==> config.mk <==
export PLATFORM = sky130hd
export DESIGN_NAME = pbus_master
export DESIGN_NICKNAME = d
export VERILOG_FILES = /design/src/rtl/pbus_pkg.sv /design/src/rtl/pbus_addr_map.sv /design/src/rtl/pbus_fsm.sv /design/src/rtl/pbus_datapath.sv /design/src/rtl/pbus_master.sv
export SDC_FILE = /design/constraint.sdc
export NUM_CORES = 1
export LEC_CHECK = 0
export ABC_AREA = 1
export BUFFER_PORTS_ARGS = -buffer_cell sky130_fd_sc_hd__buf_2
export CAP_MARGIN = 20
export CORE_ASPECT_RATIO = 1.25
export CORE_MARGIN = 1.5
export CORE_UTILIZATION = 42
export DETAILED_ROUTE_END_ITERATION = 16
export PLACE_DENSITY = 0.78
export SLEW_MARGIN = 20
export SYNTH_ARGS = -nofsm -noshare
export SYNTH_HDL_FRONTEND = slang
export SYNTH_SLANG_ARGS = --single-unit
==> constraint.sdc <==
create_clock -name clk -period 1.4 [get_ports clk]
set_input_delay 0.21 -clock clk [delete_from_list [all_inputs] [get_ports clk]]
set_output_delay 0.21 -clock clk [all_outputs]
set_load 0.05 [all_outputs]
==> src/rtl/pbus_pkg.sv <==
// Shared definitions for the peripheral bus master sequencer.
package pbus_pkg;
    typedef enum logic [1:0] {
        PH_IDLE    = 2'd0,
        PH_SETUP   = 2'd1,
        PH_STROBE  = 2'd2,
        PH_RELEASE = 2'd3
    } pbus_phase_e;
endpackage

==> src/rtl/pbus_addr_map.sv <==
// Host byte address to peripheral word address translation.
// Assumes HOST_AW >= ADDR_LSB + BUS_AW and ADDR_LSB >= 1.
module pbus_addr_map #(
    parameter int HOST_AW  = 20,
    parameter int BUS_AW   = 6,
    parameter int ADDR_LSB = 2
) (
    input  logic [HOST_AW-1:0] host_addr,
    output logic [BUS_AW-1:0]  word_addr
);
    localparam int TOP_BIT = ADDR_LSB + BUS_AW;

    // The remaining address bits are outside the bus window; they are
    // reduced into one named signal.
    logic unused_bits;

    // Select the word-index window of the byte address.
    always_comb begin
        word_addr   = host_addr[ADDR_LSB +: BUS_AW];
        unused_bits = ^{host_addr[HOST_AW-1:TOP_BIT], host_addr[ADDR_LSB-1:0]};
    end
endmodule

==> src/rtl/pbus_fsm.sv <==
// Phase sequencer: idle -> setup -> strobe (held while ready is high)
// -> release -> idle. It raises accept in idle when a request is present,
// capture when ready is sampled low during the strobe, and done for one
// cycle on the return to idle. Assumes bus_rdy_n is already synchronous.
module pbus_fsm
    import pbus_pkg::*;
(
    input  logic        clk,
    input  logic        rst_n,
    input  logic        req,
    input  logic        rdy_n,
    output pbus_phase_e phase,
    output logic        accept,
    output logic        capture,
    output logic        done
);
    pbus_phase_e phase_nx;

    // Next-phase decode and event strobes.
    always_comb begin
        accept   = (phase == PH_IDLE) && req;
        capture  = (phase == PH_STROBE) && !rdy_n;
        phase_nx = phase;
        unique case (phase)
            PH_IDLE:    if (req) phase_nx = PH_SETUP;
            PH_SETUP:   phase_nx = PH_STROBE;
            PH_STROBE:  if (!rdy_n) phase_nx = PH_RELEASE;
            PH_RELEASE: phase_nx = PH_IDLE;
            default:    phase_nx = PH_IDLE;
        endcase
    end

    // Phase register and completion pulse.
    always_ff @(posedge clk) begin
        if (!rst_n) begin
            phase <= PH_IDLE;
            done  <= 1'b0;
        end else begin
            phase <= phase_nx;
            done  <= (phase == PH_RELEASE);
        end
    end
endmodule

==> src/rtl/pbus_datapath.sv <==
// Transaction registers: direction, word address and write data are latched
// on accept and held until the next accept, so the bus lines stay at a stable
// value in idle. Read data is latched on capture during reads.
module pbus_datapath #(
    parameter int BUS_AW = 6,
    parameter int DATA_W = 16
) (
    input  logic              clk,
    input  logic              rst_n,
    input  logic              accept,
    input  logic              capture,
    input  logic              we_in,
    input  logic [BUS_AW-1:0] waddr_in,
    input  logic [DATA_W-1:0] wdata_in,
    input  logic [DATA_W-1:0] din,
    output logic              we_q,
    output logic [BUS_AW-1:0] waddr_q,
    output logic [DATA_W-1:0] wdata_q,
    output logic [DATA_W-1:0] rdata_q
);
    // Request fields, loaded when a new transaction starts.
    always_ff @(posedge clk) begin
        if (!rst_n) begin
            we_q    <= 1'b0;
            waddr_q <= '0;
            wdata_q <= '0;
        end else if (accept) begin
            we_q    <= we_in;
            waddr_q <= waddr_in;
            wdata_q <= wdata_in;
        end
    end

    // Read data register, loaded when ready ends a read strobe.
    always_ff @(posedge clk) begin
        if (!rst_n)
            rdata_q <= '0;
        else if (capture && !we_q)
            rdata_q <= din;
    end
endmodule

==> src/rtl/pbus_master.sv <==
// Peripheral bus master sequencer, top level. It runs one word transfer per
// host request on a bus with chip select, read and write strobes, and an
// active-low ready. Bus controls decode from registered phase and
// transaction state. The data pad is split into dout, oe and din for the
// pad ring.
module pbus_master
    import pbus_pkg::*;
#(
    parameter int HOST_AW  = 20,
    parameter int BUS_AW   = 6,
    parameter int DATA_W   = 16,
    parameter int ADDR_LSB = 2
) (
    input  logic               clk,
    input  logic               rst_n,
    input  logic               req,
    input  logic               we,
    input  logic [HOST_AW-1:0] addr,
    input  logic [DATA_W-1:0]  wdata,
    output logic               done,
    output logic [DATA_W-1:0]  rdata,
    output logic               bus_cs_n,
    output logic               bus_rd_n,
    output logic               bus_wr_n,
    output logic [BUS_AW-1:0]  bus_addr,
    output logic [DATA_W-1:0]  bus_dout,
    output logic               bus_doe,
    input  logic [DATA_W-1:0]  bus_din,
    input  logic               bus_rdy_n
);
    pbus_phase_e       phase;
    logic              accept;
    logic              capture;
    logic              we_q;
    logic [BUS_AW-1:0] word_addr;

    pbus_addr_map #(
        .HOST_AW (HOST_AW),
        .BUS_AW  (BUS_AW),
        .ADDR_LSB(ADDR_LSB)
    ) u_map (
        .host_addr(addr),
        .word_addr(word_addr)
    );

    pbus_fsm u_fsm (
        .clk    (clk),
        .rst_n  (rst_n),
        .req    (req),
        .rdy_n  (bus_rdy_n),
        .phase  (phase),
        .accept (accept),
        .capture(capture),
        .done   (done)
    );

    pbus_datapath #(
        .BUS_AW(BUS_AW),
        .DATA_W(DATA_W)
    ) u_dp (
        .clk     (clk),
        .rst_n   (rst_n),
        .accept  (accept),
        .capture (capture),
        .we_in   (we),
        .waddr_in(word_addr),
        .wdata_in(wdata),
        .din     (bus_din),
        .we_q    (we_q),
        .waddr_q (bus_addr),
        .wdata_q (bus_dout),
        .rdata_q (rdata)
    );

    // Bus control decode from the current phase and direction.
    always_comb begin
        bus_cs_n = (phase == PH_IDLE);
        bus_wr_n = !((phase == PH_STROBE) && we_q);
        bus_rd_n = !((phase == PH_STROBE) && !we_q);
        bus_doe  = we_q && (phase != PH_IDLE);
    end
endmodule

==> results.md <==
- # placed instances: 364
- Half-perimeter wire length after placement: 2.53 mm
- Number of synthesis warnings: 0
- Maximum number of buffers from clock root to sink: 2
- Buffers on Ports: 85
- Critical path buffers and inverters: 2
- Cell Area, Synth: 0.00166 mm^2
- Main combinational cell family by area after synthesis: simple AND/OR/NAND/NOR gates
- Outcome: finished, final reports clean
- Sequential-to-total area share from yosys stat: 0.506
- TritonCTS Sinks: 42
- Number of hold violations in the final report: 0
- Startpoint types: flop
- Number of routed nets with antenna violations: 0
- Number of enable-type register cells in the synthesized netlist: 0
- H-tree depth: 2
- Effective utilization at floorplan: 0.439
- Average routed wire per standard cell: 9.39 um
- CTS tree: built
- Hold path start: bus_din[14]
- Leak Pwr: 0.00128 uW
- Setup repair after global routing missed its margin: false
- VDD IR max: 1.22 mV
- Synth Area in Adders: 0.0301
- Cell with the largest stage delay on the worst path: sky130_fd_sc_hd__dfxtp_4
- Max Slew Vio Count: 0
- Cells taking the most area after synthesis: sky130_fd_sc_hd__dfxtp_1, sky130_fd_sc_hd__nor2_1, sky130_fd_sc_hd__nand2_1
- Number of global-route vias before repair: 1423
- Most used flip-flop cell after synthesis: sky130_fd_sc_hd__dfxtp_1
- Area enclosed by the die boundary: 0.00434 mm^2
- Shortest clock period the worst path allows after layout: 1.35 ns
- Sum of negative setup slack: 0 ns
- Top-level port count: 100
- Slew Limit Headroom: 0.829
- Count of TritonRoute iterations in the first routing pass: 4
- Number of design rule violations left after detail routing: 0
- Capturing point of the worst reg2reg path: u_dp.waddr_q[5]
- Pin count of the biggest net entering global routing: 33
- Compound-gate portion of the synthesized area: 0.0784
- TritonCTS Buffers: 5
- Worst-case register-to-register setup slack: 0.16 ns
- Critical path arrival: 1.14 ns
- Largest incremental delay on the critical path: 0.38 ns
- Logic depth of the worst setup path including buffers: 4
- Type of the setup path with the least slack: reg -> out
- Mean instance size in the synthesized netlist: 7.22 um^2
- Top cells by count, synth: sky130_fd_sc_hd__nor2_1, sky130_fd_sc_hd__dfxtp_1, sky130_fd_sc_hd__nand2_1
- Cell taking the most area after synthesis: sky130_fd_sc_hd__dfxtp_1
- Ordered list of cells on the worst path: inv_2 > ha_4 > nor2_4 > buf_8
- Required time at the worst-slack endpoint: 1.19 ns
- Horizontal die dimension: 59.2 um
- Critical register-to-register path startpoint: u_fsm.phase[0]
- Portion of netlist area occupied by mux cells: 0
- Net count after synthesis: 291
- Number of distinct standard cells referenced by the synthesized netlist: 14
- Avg Vias per Cell: 4.35
- Final #Nets: 379
- Synthesis-to-finish area growth: 39.7%
- Clock input transition at the sequential cells of the worst setup and hold paths: 0.08 ns
- Final clock skew: 0.00669 ns
- Vertical die dimension: 73.3 um
- Post-DP Area: 0.00214 mm^2
- Gate count of the mapped netlist: 230
- Number of cells on the worst hold path: 3
- Top cell family by delay on the critical path: flip-flops
- Wire length reported by the detailed router: 3.50 mm
- Maximum net fanout on the critical path: 4
- Most numerous cell in the Yosys netlist: sky130_fd_sc_hd__nor2_1
- Fraction of layout instances using a drive strength above 1: 0.345
- Final Cycle Share: 0.961
- Weighted congestion at the end of routability-driven global placement: 0.658
- Remaining Overflow, GRT: 0
- Total power per unit cell area: 2190 mW/mm^2
- Vias: 1623
- Endpoint with the worst hold slack: u_dp.rdata_q[14]
- Final setup fails: 0
- Seq cells post-synth: 42
- Aggregate global-route resource usage: 0.171
- Clock Tree Root: sky130_fd_sc_hd__clkbuf_8
- Fmax: 743 MHz
- Finished layout cell area: 0.00232 mm^2
- Synthesized-area fraction occupied by xor and xnor cells: 0
- Row count: 25
- Measured slew at the worst slew-check pin: 0.258 ns
- Core Box Area: 0.00378 mm^2
- Fraction of registers with async set/reset: 0
- Critical path capture point type: output pin
- Later-pin clock latency in the skew report: 0.29 ns
- Global-route wire length before repair: 5.69 mm
- Violation count after the first detailed-route iteration: 78
- Hold Path Class: in -> reg
- Simple-gate area share of the yosys netlist: 0.284
- Area share of the largest cell type after synthesis: 0.506
- Worst reg-to-reg path cell count: 7
- Antenna violations before repair: 0
- Diodes inserted: 0
- Number of maximum-capacitance violations: 0
- Fin cells: 373
## per-layer routing
layer,vias to the layer above,global-route usage,share of wire
met5,-,0,0
met4,0,0.0682,0.0054
met3,2,0.0863,0.11
met2,67,0.286,0.47
met1,690,0.181,0.42
li1,864,-,-
## tightest hold or removal path, stage by stage
cell and delay, ns:
sky130_fd_sc_hd__buf_2 0.07, sky130_fd_sc_hd__nor2_1 0.03, sky130_fd_sc_hd__nor2_1 0.08
## report_power, final
part	switching [uW]	internal, uW
clock	396	525
combinational	1800	682
sequential	162	1520
total	2350	2720
## final cells by class
class / count / area (um^2)
Clock buffer: 5 / 68.8
Timing Repair Buffer: 92 / 515
Sequential cell: 42 / 848
Inverter: 24 / 92.6
Multi-Input combinational cell: 153 / 687
Fill cell: 375 / 1470
Clock inverter: 3 / 40.0
Tap cell: 54 / 67.6
## timing repair
item                       in CTS  in global routing
pin swaps                       0                  2
buffers inserted                0                  1
hold buffers                    0                  0
gates resized for setup        12                  8
setup endpoints to repair       4                  3
## cell families after synthesis
kind of cell	Yosys count
simple gates	123
flops	42
buf+inv	35
compound gates	26
fa+ha+maj	4
## worst max path at each step
| stage | startpoint | endpoint |
|---|---|---|
| 6_report | u_fsm.phase[1] | bus_doe |
| 4_1_cts | u_fsm.phase[0] | bus_rd_n |
| 2_1_floorplan | u_fsm.phase[0] | u_dp.waddr_q[3] |
| 3_3_place_gp | u_fsm.phase[0] | u_dp.wdata_q[10] |
| 5_1_grt | u_fsm.phase[1] | bus_doe |
| 3_5_place_dp | u_fsm.phase[0] | u_dp.wdata_q[9] |
## per-stage QoR
| step | worst slack (ns) | total power, uW | util | hold WS, ns |
|---|---|---|---|---|
| 3_5_place_dp | 0.115 | 4030 | 0.565 | 0.438 |
| 5_1_grt | 0.00262 | 5430 | 0.613 | 0.127 |
| 3_3_place_gp | 0.127 | 3990 | 0.565 | 0.430 |
| 2_1_floorplan | 0.00681 | 3540 | - | 0.345 |
| 6_report | 0.0547 | 5080 | 0.613 | 0.140 |
| 4_1_cts | -0.000751 | 5050 | 0.603 | 0.130 |
## flip-flops by register name (all words and copies together), names as in the netlist
register      flops
u_dp.wdata_q     16
u_dp.waddr_q      6
u_dp.we_q         1
u_fsm.phase       2
u_fsm.done        1
u_dp.rdata_q     16
## layout by cell type (no fill, tap or decap)
cell type / n
sky130_fd_sc_hd__buf_12: 1
sky130_fd_sc_hd__dfxtp_1: 40
sky130_fd_sc_hd__buf_4: 7
sky130_fd_sc_hd__o21ai_0: 23
sky130_fd_sc_hd__nand3_2: 1
sky130_fd_sc_hd__buf_8: 1
sky130_fd_sc_hd__buf_2: 81
sky130_fd_sc_hd__bufinv_16: 1
sky130_fd_sc_hd__nand2_2: 2
sky130_fd_sc_hd__inv_4: 1
sky130_fd_sc_hd__clkinv_2: 2
sky130_fd_sc_hd__a21oi_1: 3
sky130_fd_sc_hd__ha_4: 2
sky130_fd_sc_hd__nand3_1: 1
sky130_fd_sc_hd__nand2_1: 39
sky130_fd_sc_hd__buf_6: 2
sky130_fd_sc_hd__inv_2: 1
sky130_fd_sc_hd__clkbuf_8: 5
sky130_fd_sc_hd__nor2_1: 79
sky130_fd_sc_hd__nor2_4: 1
sky130_fd_sc_hd__inv_1: 22
sky130_fd_sc_hd__dfxtp_4: 2
sky130_fd_sc_hd__ha_1: 2
Power figures use the tool's default switching activity.
